<file path="config.mk">
export PLATFORM = sky130hd
export DESIGN_NAME = fxgain_stage
export DESIGN_NICKNAME = d
export VERILOG_FILES = /design/src/rtl/fxgain_pkg.sv /design/src/rtl/fxgain_ctrl.sv /design/src/rtl/fxgain_mult.sv /design/src/rtl/fxgain_requant.sv /design/src/rtl/fxgain_stage.sv
export SDC_FILE = /design/constraint.sdc
export NUM_CORES = 1
export LEC_CHECK = 0
export BUFFER_PORTS_ARGS = -buffer_cell sky130_fd_sc_hd__buf_2
export CAP_MARGIN = 40
export CORE_MARGIN = 3
export CORE_UTILIZATION = 50
export CTS_CLUSTER_DIAMETER = 80
export DETAILED_ROUTE_END_ITERATION = 12
export PLACE_DENSITY = 0.82
export SLEW_MARGIN = 20
export SYNTH_ARGS = -nofsm -noshare
export SYNTH_HDL_FRONTEND = slang
export SYNTH_HIERARCHICAL = 1
export SYNTH_SLANG_ARGS = --single-unit
</file>
<file path="constraint.sdc">
create_clock -name clk -period 4.5 [get_ports clk]
set_input_delay 0.225 -clock clk [delete_from_list [all_inputs] [get_ports clk]]
set_output_delay 0.225 -clock clk [all_outputs]
set_load 0.005 [all_outputs]
</file>
<file path="src/rtl/fxgain_pkg.sv">
`timescale 1ns/1ps
package fxgain_pkg;

  // Strobes from control to the multiply stage
  typedef struct packed {
    logic loadGain;
    logic stage1En;
  } mulStrobes_t;

  // Strobes from control to the requantize stage
  typedef struct packed {
    logic stage2En;
    logic clearOvf;
  } reqStrobes_t;

endpackage

</file>
<file path="src/rtl/fxgain_ctrl.sv">
`timescale 1ns/1ps
module fxgain_ctrl
  import fxgain_pkg::*;
(
  input  logic        clk,
  input  logic        rstN,
  input  logic        inValid,
  input  logic        gainLoad,
  input  logic        ovfClear,
  output mulStrobes_t mulStb,
  output reqStrobes_t reqStb,
  output logic        outValid
);

  logic s1Valid;
  logic s2Valid;

  always_ff @(posedge clk) begin
    if (!rstN) begin
      s1Valid <= 1'b0;
      s2Valid <= 1'b0;
    end else begin
      s1Valid <= inValid;
      s2Valid <= s1Valid;
    end
  end

  always_comb begin
    mulStb.loadGain = gainLoad;
    mulStb.stage1En = inValid;
    reqStb.stage2En = s1Valid;
    reqStb.clearOvf = ovfClear;
  end

  assign outValid = s2Valid;

  AST_VALID_STAGE1: assert property (@(posedge clk) disable iff (!rstN)
    inValid |=> s1Valid);
  AST_IDLE_STAGE1: assert property (@(posedge clk) disable iff (!rstN)
    !inValid |=> !s1Valid);
  AST_VALID_OUT: assert property (@(posedge clk) disable iff (!rstN)
    s1Valid |=> outValid);
  AST_IDLE_OUT: assert property (@(posedge clk) disable iff (!rstN)
    !s1Valid |=> !outValid);

endmodule

</file>
<file path="src/rtl/fxgain_mult.sv">
`timescale 1ns/1ps
module fxgain_mult
  import fxgain_pkg::*;
#(
  parameter int SAMPLE_W = 16,
  parameter int GAIN_W   = 6,
  localparam int PROD_W  = SAMPLE_W + GAIN_W
)(
  input  logic                     clk,
  input  logic                     rstN,
  input  mulStrobes_t              mulStb,
  input  logic [SAMPLE_W-1:0]      inSample,
  input  logic [GAIN_W-1:0]        gainCode,
  input  logic                     satMode,
  output logic signed [PROD_W-1:0] prodQ,
  output logic                     satQ
);

  logic [GAIN_W-1:0]        gainQ;
  logic signed [PROD_W-1:0] sampleExt;
  logic signed [PROD_W-1:0] gainExt;
  logic signed [PROD_W-1:0] prodNext;

  // Gain register: a same-cycle sample still sees the old value
  always_ff @(posedge clk) begin
    if (!rstN) begin
      gainQ <= '0;
    end else if (mulStb.loadGain) begin
      gainQ <= gainCode;
    end
  end

  always_comb begin
    sampleExt = {{GAIN_W{inSample[SAMPLE_W-1]}}, inSample};
    gainExt   = {{SAMPLE_W{gainQ[GAIN_W-1]}}, gainQ};
    prodNext  = sampleExt * gainExt;
  end

  always_ff @(posedge clk) begin
    if (!rstN) begin
      prodQ <= '0;
      satQ  <= 1'b0;
    end else if (mulStb.stage1En) begin
      prodQ <= prodNext;
      satQ  <= satMode;
    end
  end

  AST_GAIN_HOLD: assert property (@(posedge clk) disable iff (!rstN)
    !mulStb.loadGain |=> $stable(gainQ));
  AST_GAIN_WRITE: assert property (@(posedge clk) disable iff (!rstN)
    mulStb.loadGain |=> gainQ == $past(gainCode));

endmodule

</file>
<file path="src/rtl/fxgain_requant.sv">
`timescale 1ns/1ps
module fxgain_requant
  import fxgain_pkg::*;
#(
  parameter int SAMPLE_W = 16,
  parameter int GAIN_W   = 6,
  localparam int PROD_W  = SAMPLE_W + GAIN_W
)(
  input  logic                     clk,
  input  logic                     rstN,
  input  reqStrobes_t              reqStb,
  input  logic signed [PROD_W-1:0] prodQ,
  input  logic                     satQ,
  output logic [SAMPLE_W-1:0]      outSample,
  output logic                     ovfSticky
);

  localparam int SHIFT   = GAIN_W - 1;
  localparam int OUT_MAX = 2 ** (SAMPLE_W - 1) - 1;
  localparam int OUT_MIN = -(2 ** (SAMPLE_W - 1));
  localparam logic signed [PROD_W-1:0] MAX_P = PROD_W'(OUT_MAX);
  localparam logic signed [PROD_W-1:0] MIN_P = PROD_W'(OUT_MIN);
  localparam logic signed [PROD_W-1:0] ROUND_BIAS = PROD_W'(2 ** (SHIFT - 1));
  localparam logic [PROD_W-1:0] CORNER = {2'b01, {(PROD_W-2){1'b0}}};
  localparam logic [SAMPLE_W-1:0] OUT_MAX_S = SAMPLE_W'(OUT_MAX);
  localparam logic [SAMPLE_W-1:0] OUT_MIN_S = SAMPLE_W'(OUT_MIN);

  logic signed [PROD_W-1:0] biased;
  logic signed [PROD_W-1:0] rounded;
  logic                     overHigh;
  logic                     overLow;
  logic [SAMPLE_W-1:0]      resultNext;

  always_comb begin
    biased   = prodQ + ROUND_BIAS;
    rounded  = biased >>> SHIFT;
    overHigh = rounded > MAX_P;
    overLow  = rounded < MIN_P;
    if (satQ && overHigh) begin
      resultNext = OUT_MAX_S;
    end else if (satQ && overLow) begin
      resultNext = OUT_MIN_S;
    end else begin
      resultNext = rounded[SAMPLE_W-1:0];
    end
  end

  always_ff @(posedge clk) begin
    if (!rstN) begin
      outSample <= '0;
    end else if (reqStb.stage2En) begin
      outSample <= resultNext;
    end
  end

  // Set has priority over clear
  always_ff @(posedge clk) begin
    if (!rstN) begin
      ovfSticky <= 1'b0;
    end else if (reqStb.stage2En && (overHigh || overLow)) begin
      ovfSticky <= 1'b1;
    end else if (reqStb.clearOvf) begin
      ovfSticky <= 1'b0;
    end
  end

  AST_CORNER_CLAMP: assert property (@(posedge clk) disable iff (!rstN)
    reqStb.stage2En && satQ && (prodQ == CORNER) |=> outSample == OUT_MAX_S);
  AST_CORNER_WRAP: assert property (@(posedge clk) disable iff (!rstN)
    reqStb.stage2En && !satQ && (prodQ == CORNER) |=> outSample == OUT_MIN_S);
  AST_FLAG_SET: assert property (@(posedge clk) disable iff (!rstN)
    reqStb.stage2En && (prodQ == CORNER) |=> ovfSticky);
  AST_FLAG_KEEP: assert property (@(posedge clk) disable iff (!rstN)
    ovfSticky && !reqStb.clearOvf |=> ovfSticky);
  AST_OUT_HOLD: assert property (@(posedge clk) disable iff (!rstN)
    !reqStb.stage2En |=> $stable(outSample));

endmodule

</file>
<file path="src/rtl/fxgain_stage.sv">
`timescale 1ns/1ps
module fxgain_stage
  import fxgain_pkg::*;
#(
  parameter int SAMPLE_W = 16,
  parameter int GAIN_W   = 6
)(
  input  logic                clk,
  input  logic                rstN,
  input  logic                inValid,
  input  logic [SAMPLE_W-1:0] inSample,
  input  logic                gainLoad,
  input  logic [GAIN_W-1:0]   gainCode,
  input  logic                satMode,
  input  logic                ovfClear,
  output logic                outValid,
  output logic [SAMPLE_W-1:0] outSample,
  output logic                ovfSticky
);

  localparam int PROD_W = SAMPLE_W + GAIN_W;

  mulStrobes_t              mulStb;
  reqStrobes_t              reqStb;
  logic signed [PROD_W-1:0] prodQ;
  logic                     satQ;

  fxgain_ctrl uCtrl (
    .clk      (clk),
    .rstN     (rstN),
    .inValid  (inValid),
    .gainLoad (gainLoad),
    .ovfClear (ovfClear),
    .mulStb   (mulStb),
    .reqStb   (reqStb),
    .outValid (outValid)
  );

  fxgain_mult #(.SAMPLE_W(SAMPLE_W), .GAIN_W(GAIN_W)) uMult (
    .clk      (clk),
    .rstN     (rstN),
    .mulStb   (mulStb),
    .inSample (inSample),
    .gainCode (gainCode),
    .satMode  (satMode),
    .prodQ    (prodQ),
    .satQ     (satQ)
  );

  fxgain_requant #(.SAMPLE_W(SAMPLE_W), .GAIN_W(GAIN_W)) uRequant (
    .clk       (clk),
    .rstN      (rstN),
    .reqStb    (reqStb),
    .prodQ     (prodQ),
    .satQ      (satQ),
    .outSample (outSample),
    .ovfSticky (ovfSticky)
  );

endmodule

</file>
; ---- Word-level counts from Yosys, hierarchy flattened
; Index checks and enable logic that the tools add are counted.
[word_totals]
ff_bits = 48
input_bits = 28
output_inout_bits = 18
word_cells = 20
[classes]
n_addsub = 1
n_mul = 1
n_lt_le_gt_ge = 2
mux = 4
n_reduce_logical = 5
[ops]
columns = operator, count
row1 = 16-bit 2-to-1 mux, 2
row2 = 22-bit by 6-bit adder with 22-bit output (second input constant), 1
row3 = 16-bit by 6-bit multiplier with 22-bit output, 1
row4 = 17-bit by 16-bit > comparator with 1-bit output (second input constant), 1
row5 = 17-bit by 16-bit less-than comparator with 1-bit output (second input constant), 1
row6 = 1-bit logical AND, 3
row7 = 1-bit 2-to-1 mux, 2
row8 = 2-bit nonzero test, 1
row9 = 1-bit logical OR, 1

; ---- Longest topological paths before layout
; Gate-level depths: netlist of the first run.
[depth]
word_depth = 5
mapped_depth = 16
ltp_nobuf = 16

; ---- By module
; The synthesis of the first run kept the hierarchy.
[by_module_without_submodules]
columns = mod, n_inst, cells_per_inst, area_per_inst_um2, seq_area_each_um2
row1 = fxgain_mult, 1, 461, 4259.1, 580.6
row2 = fxgain_requant, 1, 117, 1053.5, 340.3
row3 = fxgain_ctrl, 1, 8, 82.6, 40.0

; ---- Least setup slack after synthesis of the first run
; No wires, ideal clock.
[synth_path]
kind = reg-to-reg
from = reg uMult.gainQ[4]
to = reg uMult.prodQ[16]
arrival_time_ps = 4243
slack_ps = 135
path_stages_with_launch = 16
cell_sequence = dfxtp_1 > clkbuf_1 > nand2_1 > fa_1 > fa_1 > inv_1 > fa_1 > fa_1 > inv_1 > fa_1 > nand2b_1 > a21oi_1 > nor3_2 > o21ai_2 > nor2_1 > a311o_1
[synth_between]
elab_chain_len = 1
[synth_lines]
columns = item, line_no
row1 = from (decl), fxgain_mult.sv:19  ; logic [GAIN_W-1:0] gainQ;
row2 = from (signal assigned), fxgain_mult.sv:29  ; gainQ <= gainCode;
row3 = 16-bit by 6-bit multiplier with 22-bit output, fxgain_mult.sv:36  ; prodNext = sampleExt * gainExt;
row4 = to (signal assigned), fxgain_mult.sv:44  ; prodQ <= prodNext;
row5 = to (decl), fxgain_mult.sv:15  ; output logic signed [PROD_W-1:0] prodQ,
; Every way passes these cells.
; A chain may end at the register's enable or synchronous reset.

; ---- Worst setup path in the final report of the first run
[layout_path]
from = reg uMult.gainQ[0]
to = reg uMult.prodQ[16]
; Same word-level chain as after synthesis.

==> flow_summary.ini, run 1 <==
[outcome]
status = complete, no violations

[final_layout]
fin_nets = 744
seq_area_um2 = 888
antenna-diode-count = 0
multi_input_area_mm2 = 0.00402
fin_util_pct = 56.9
nFillCells = 891
layout_commonest_cell = fa_1
drive_gt1_share_pct = 13.8
final_cell_mix = fa_1, inv_1, and2_1
area_growth_pct = 8.44

[pwr]
internal-power_uw = 785
ir_drop_v = 0.000125
power_density_mw_per_mm2 = 227
switching_power_uw = 505
combPwrFrac_pct = 46.0
p_leak_uw = 0.00278
clockPowerShare_pct = 17.7
seq_power_share_pct = 36.4
sw_frac_of_total_pct = 39.1

[place]
routabilityCongestion = 0.862
dp_hpwl_um = 8720
port_buffers = 45

[clock_network]
cts_tree = done
cts_made_buffers = 5
cts.sinks = 44
clk_path_buf_depth = 2
clkLatencyLatePin_ns = 0.29
htreeDepth = 2
path_clk_slew_ns = 0.08
clockRootBuffer = clkbuf_8
cts_hold_buffers = 0

[min_path]
hp-class = input port to flip-flop

[global_route]
grt_usage_pct = 19.0
grt_pass1_wl_um = 18600
grt_max_degree = 43
overflow = 0
grt_pass1_vias = 4100
antenna_found_initial = 0

[die]
ios = 46
initial_utilization_pct = 52.5
row_count = 36
die-area_mm2 = 0.0118
dieHeight_um = 108
coreArea_mm2 = 0.0100
die_x_um = 108

[critical_path]
cp-end-kind = flip-flop
cpLargestDelayFamily = adder cells
crit_top_cell = fa_1
worstRegToRegCells = 15
path_class = flip-flop to flip-flop
regToRegSetupSlack_ns = 0.15
crit_start = uMult/gainQ[0]
cp_max_fo = 13
crit_required_ns = 4.68
path_cells = and2_1 > fa_1 > inv_1 > fa_1 > inv_1 > fa_1 > fa_1 > inv_1 > fa_1 > nand2b_4 > a21oi_2 > nor3_2 > o21ai_2 > nor2_1 > a311o_1
cp-endpoint = uMult/prodQ[16]
cp.depth = 15
path_buf_inv = 3
cp_slowest_cell = fa_1
cp-start-kind = flip-flop
arrival_ns = 4.53
r2r_start = uMult/gainQ[0]
r2r_end = uMult/prodQ[16]
max_stage_delay_ns = 0.55

[routing]
routed_wl_um = 10600
vias = 4046
via_per_inst = 5.46
ant_nets = 0
wl_per_cell_um = 14.4
drc = 0
drt-initial-drc-count = 290
firstDrtPassIters = 4

[synthesis]
ys.warnings.count = 6
synth.avg_cell_area_um2 = 9.16
synth_area_mm2 = 0.00525
syn_nets = 709
syn-instance-count = 573

[sta]
drv_slew = 0
max_freq_mhz = 230
rsz0062_at_grt = yes
period_share_pct = 96.7
tightest_slew_ns = 0.819
finalClockSkew_ns = 0.0125
period_minus_slack_ns = 4.35
timing.slew.headroom_pct = 45.3
hold_viol = 0
setup_viol = 0
hold_ws_ns = 0.194
tns_ns = 0

[job]
maxCapViolations = 0
flip-flops by register name, summed over array words and instances, names as in the netlist:
signal / flops
uMult/gainQ: 6
uCtrl/s1Valid: 1
uRequant/outSample: 16
uMult/satQ: 1
uCtrl/outValid: 1
uMult/prodQ: 18
uRequant/ovfSticky: 1
through the flow:
step	instance area, um2	cells	total power (uW)	worst slack, ns
floorplan	5250	573	908	0.135
CTS	5630	739	1290	0.0390
detailed placement	5550	732	1050	0.00337
finish	5690	741	1290	0.147
global route	5690	741	1400	-0.0157
global placement	5550	732	1030	0.105
layout make-up:
cell class	count	area share, %
multi-input cells	439	70.5
well taps	133	2.92
inverters	65	4.35
repair buffers	53	5.23
flip-flops and latches	44	15.6
clock inverters	1	0.0879
clock buffers	6	1.27
power groups by stage:
stage | sequential [uW] | clock [uW] | combinational, uW
floorplan | 467 | 0 | 441
global placement | 474 | 0 | 555
detailed placement | 477 | 0 | 576
CTS | 469 | 236 | 584
global route | 476 | 247 | 678
finish | 469 | 228 | 593
tightest hold or removal path: stages:
cell and delay (ns):
buf_2 0.08, mux2i_1 0.05, nor2b_1 0.09
layer usage:
layer / track usage [%] / wire (um)
met1: 26.0 / 4720
met2: 32.5 / 5350
met3: 2.21 / 430
met4: 4.24 / 139
met5: 0 / 0
repair_timing:
action	4_1_cts	5_1_grt
pin swaps	0	3
resized for setup	1	11
endpoints found under the setup margin	1	11
buffers inserted	0	2
worst min path at each step:
stage / startpoint / to / slack, ns / cells after the start
finish: satMode / uMult/satQ / 0.19 / 3
global route: gainCode[5] / uMult/gainQ[5] / 0.22 / 3
CTS: satMode / uMult/satQ / 0.19 / 3
detailed placement: uRequant/outSample[15] / uRequant/outSample[15] / 0.46 / 2
global placement: uRequant/outSample[15] / uRequant/outSample[15] / 0.44 / 2
floorplan: rstN / uCtrl/outValid / 0.35 / 1
Power figures use the tool's default switching activity.
==> run 2: changes to the inputs <==
PLACE_DENSITY = 0.8   (was 0.82)
clock period = 4.8 ns   (was 4.5 ns; I/O delays follow)
==> flow_summary.ini, run 2 (synthesized netlist as in run 1, its figures left out) <==
[final_layout]
largest_reg_flops = 18
fin_cells = 741
reg_top3 = uMult/prodQ: 18 flops, uRequant/outSample: 16 flops, uMult/gainQ: 6 flops
nFillCells = 925
regMostFlops = uMult/prodQ
drive_gt1_share_pct = 12.3
antenna-diode-count = 0
area_growth_pct = 8.10
postLayoutCellArea_mm2 = 0.00568
layout_commonest_cell = fa_1
final_cell_mix = fa_1, inv_1, and2_1
fin_nets = 743

[die]
row_count = 36
dieHeight_um = 108
die-area_mm2 = 0.0118
initial_utilization_pct = 52.5
ios = 46
coreArea_mm2 = 0.0100
die_x_um = 108

[sta]
tightest_slew_ns = 0.653
timing.slew.headroom_pct = 56.4
max_freq_mhz = 219
rsz0062_at_grt = no
finalClockSkew_ns = 0.00685
drv_slew = 0
tns_ns = 0
hold_viol = 0
setup_viol = 0
period_minus_slack_ns = 4.56
period_share_pct = 95.1

[place]
dp_hpwl_um = 8740
place_inst = 732
routabilityCongestion = 0.852
port_buffers = 45
dpl-instance-area_mm2 = 0.00555

[routing]
drt-initial-drc-count = 187
drc = 0
routed_wl_um = 10800
firstDrtPassIters = 4
vias = 4082
via_per_inst = 5.51
wl_per_cell_um = 14.5
ant_nets = 0

[critical_path]
arrival_ns = 4.75
path_buf_inv = 3
crit_top_cell = fa_1
max_stage_delay_ns = 0.55
cp_slowest_cell = fa_1
cp_max_fo = 12
path_class = flip-flop to flip-flop
crit_required_ns = 4.99
cp-start-kind = flip-flop
cpLargestDelayFamily = adder cells
cp-end-kind = flip-flop
path_cells = and2_1 > fa_1 > inv_1 > fa_1 > inv_1 > fa_1 > fa_1 > inv_1 > fa_1 > nand2b_1 > a21oi_1 > nor3_2 > o21ai_2 > nor2_1 > a311o_1

[pwr]
power_density_mw_per_mm2 = 226
ir_drop_v = 0.000180
p_leak_uw = 0.00279

[clock_network]
cts_hold_buffers = 0
clockRootBuffer = clkbuf_8
clkLatencyLatePin_ns = 0.29
cts.sinks = 44
path_clk_slew_ns = 0.09
clk_path_buf_depth = 2
cts_made_buffers = 5
post_cts_resized = 0
cts_tree = done
post_cts_buffers = 0
htreeDepth = 2

[global_route]
overflow = 0
grt_pass1_vias = 4156
grt_max_degree = 43
grt_pass1_wl_um = 18700
antenna_found_initial = 0
grt_usage_pct = 19.2

[outcome]
status = complete, no violations

[min_path]
hp-class = input port to flip-flop

[job]
maxCapViolations = 0
## run 2: changes by cell type in the layout (fill, tap and decap cells not counted), moves of 2 or more
cell,previous run,this run
ha_2,2,0
ha_1,40,42
dfxtp_4,2,0
dfxtp_1,42,44
## run 2: cell type report
cell class / instances / area (um2) / share of cell area, %
Multi-Input combinational cell: 439 / 3990 / 70.2
Sequential cell: 44 / 881 / 15.5
Timing Repair Buffer: 52 / 278 / 4.89
Inverter: 65 / 244 / 4.30
Tap cell: 133 / 166 / 2.93
Clock buffer: 6 / 82.6 / 1.46
Clock inverter: 2 / 38.8 / 0.683
## run 2: report_power, final
group          internal [uW]  leakage (uW)  switching, uW  total [uW]
combinational            232       0.00237            309         541
clock                    170     0.0000614            131         301
sequential               400      0.000360           41.0         441
## run 2: final timing paths
kind	endpoint	startpoint	slack, ns	cells past startpoint
worst max register to register	uMult/prodQ[16]	uMult/gainQ[0]	0.24	15
worst min-delay path	uRequant/ovfSticky	ovfClear	0.19	3
worst max-delay path	uMult/prodQ[16]	uMult/gainQ[0]	0.24	15
worst min register to register	uRequant/outSample[15]	uRequant/outSample[15]	0.45	2
## run 2: stage by stage
step / hold WS [ns] / power [uW] / util [%] / worst slack (ns)
finish: 0.192 / 1280 / 56.8 / 0.237
global route: 0.199 / 1390 / 56.8 / 0.0672
CTS: 0.186 / 1290 / 56.7 / 0.277
detailed placement: 0.442 / 986 / 55.5 / 0.306
global placement: 0.444 / 966 / 55.5 / 0.387
floorplan: 0.362 / 851 / - / 0.435
## run 2: tightest hold or removal path: cells and delay by family
kind                   cells  cell delay (ns)
and+or+nand+nor            1             0.08
buffers and inverters      1             0.07
AOI/OAI and AO/OA          1             0.05
## run 2: layer usage
layer | vias up | global-route usage, % | share of wire (%)
li1 | 1968 | - | -
met4 | 0 | 4.06 | 1.1
met1 | 2025 | 25.6 | 45
met3 | 10 | 2.45 | 3.6
met5 | - | 0 | 0
met2 | 79 | 33.6 | 51
==> run 3: changes to the inputs <==
ABC_AREA = 1   (was default)
PLACE_DENSITY = 0.79   (was 0.8)
==> flow_summary.ini, run 3 <==
[final_layout]
nFillCells = 1046
seq_area_um2 = 881
layout_commonest_cell = nand2_1
fin_nets = 974
drive_gt1_share_pct = 13.2
multi_input_area_mm2 = 0.00401
final_cell_mix = nand2_1, inv_1, nor2_1
largest_reg_flops = 18
antenna-diode-count = 0
reg_top3 = uMult/prodQ: 18 flops, uRequant/outSample: 16 flops, uMult/gainQ: 6 flops
fin_cells = 979
regMostFlops = uMult/prodQ
area_growth_pct = 8.44

[critical_path]
cp-end-kind = flip-flop
cpLargestDelayFamily = adder cells
cp-start-kind = flip-flop
path_class = flip-flop to flip-flop
crit_top_cell = nand2_1
max_stage_delay_ns = 0.78
crit_required_ns = 4.97
path_buf_inv = 4
arrival_ns = 4.47
cp_slowest_cell = fa_1
cp_max_fo = 10
path_cells = nand2_1 > fa_1 > inv_1 > fa_1 > inv_1 > fa_1 > inv_1 > ha_1 > ha_1 > nand2_1 > inv_1 > nand2_1 > nand2_1 > a21oi_1 > nand3_2 > nand2_1 > nand2_1 > nor2_1 > nor2_1

[routing]
vias = 4827
via_per_inst = 4.93
routed_wl_um = 11700
wl_per_cell_um = 11.9
firstDrtPassIters = 4
drt-initial-drc-count = 242
drc = 0
ant_nets = 0

[clock_network]
htreeDepth = 2
path_clk_slew_ns = 0.06
cts_hold_buffers = 0
cts.sinks = 44
clkLatencyLatePin_ns = 0.29
cts_tree = done
cts_made_buffers = 5
clockRootBuffer = clkbuf_16
post_cts_resized = 0
clk_path_buf_depth = 2
post_cts_buffers = 0

[sta]
drv_slew = 0
tns_ns = 0
tightest_slew_ns = 0.584
hold_ws_ns = 0.183
hold_viol = 0
period_minus_slack_ns = 4.29
timing.slew.headroom_pct = 61.0
finalWorstSetupSlack_ns = 0.505
setup_viol = 0
max_freq_mhz = 233
period_share_pct = 89.5
finalClockSkew_ns = 0.00539
rsz0062_at_grt = no

[synthesis]
synth.avg_cell_area_um2 = 7.07
ys.warnings.count = 6
syn_nets = 943
synth_area_mm2 = 0.00571
syn-instance-count = 807

[outcome]
status = complete, no violations

[global_route]
grt_max_degree = 33
grt_usage_pct = 20.0
antenna_found_initial = 0
grt_pass1_wl_um = 21600
grt_pass1_vias = 4951
overflow = 0

[job]
maxCapViolations = 0

[die]
initial_utilization_pct = 52.0
row_count = 38
ios = 46
die_x_um = 113
die-area_mm2 = 0.0127
coreArea_mm2 = 0.0110
dieHeight_um = 113

[place]
routabilityCongestion = 0.845
place_inst = 971
port_buffers = 45
place_ws_ns = 0.501
dp_hpwl_um = 9560

[pwr]
p_leak_uw = 0.00367
power.total_uw = 1690
power_density_mw_per_mm2 = 272
ir_drop_v = 0.000199

[min_path]
hp-class = input port to flip-flop
## run 3: per-layer routing
layer  routed length, um  part of all wire, %  up-vias  GRT usage, %
li1                    -                    -     2465             -
met1                5220                   45     2268          25.4
met2                5850                   50       80          36.1
met3                 441                  3.8       14          2.62
met4                 149                  1.3        0          4.41
met5                   0                    0        -             0
## run 3: tightest hold or removal path, delay by kind of cell
kind | cells | cell delay, ns
buf+inv | 1 | 0.07
simple gates | 2 | 0.11
## run 3: metrics by stage
step	area (um2)	utilization (%)
6_report	6190	56.4
5_1_grt	6190	56.4
4_1_cts	6190	56.4
3_5_place_dp	6010	54.8
3_3_place_gp	6010	54.8
2_1_floorplan	5710	-
## run 3: path summary, 6_finish.rpt
check	start	end	slack (ns)	depth (start not counted)
max	uMult/gainQ[2]	uMult/prodQ[21]	0.51	19
min	gainCode[4]	uMult/gainQ[4]	0.18	3
max reg2reg	uMult/gainQ[2]	uMult/prodQ[21]	0.51	19
min reg2reg	uRequant/ovfSticky	uRequant/ovfSticky	0.47	2
## run 3: area by class of cell
class	count	area share (%)
clock buffer	6	2.24
clock inverter	2	0.627
inverter	180	10.9
multi-input combinational	556	64.8
sequential	44	14.2
tap	140	2.83
timing repair buffer	51	4.37
## run 3: power by group
| part | internal [uW] | switching, uW | leakage [uW] |
|---|---|---|---|
| sequential | 406 | 48.1 | 0.000364 |
| combinational | 314 | 508 | 0.00322 |
| clock | 261 | 148 | 0.0000871 |
| total | 982 | 704 | 0.00367 |
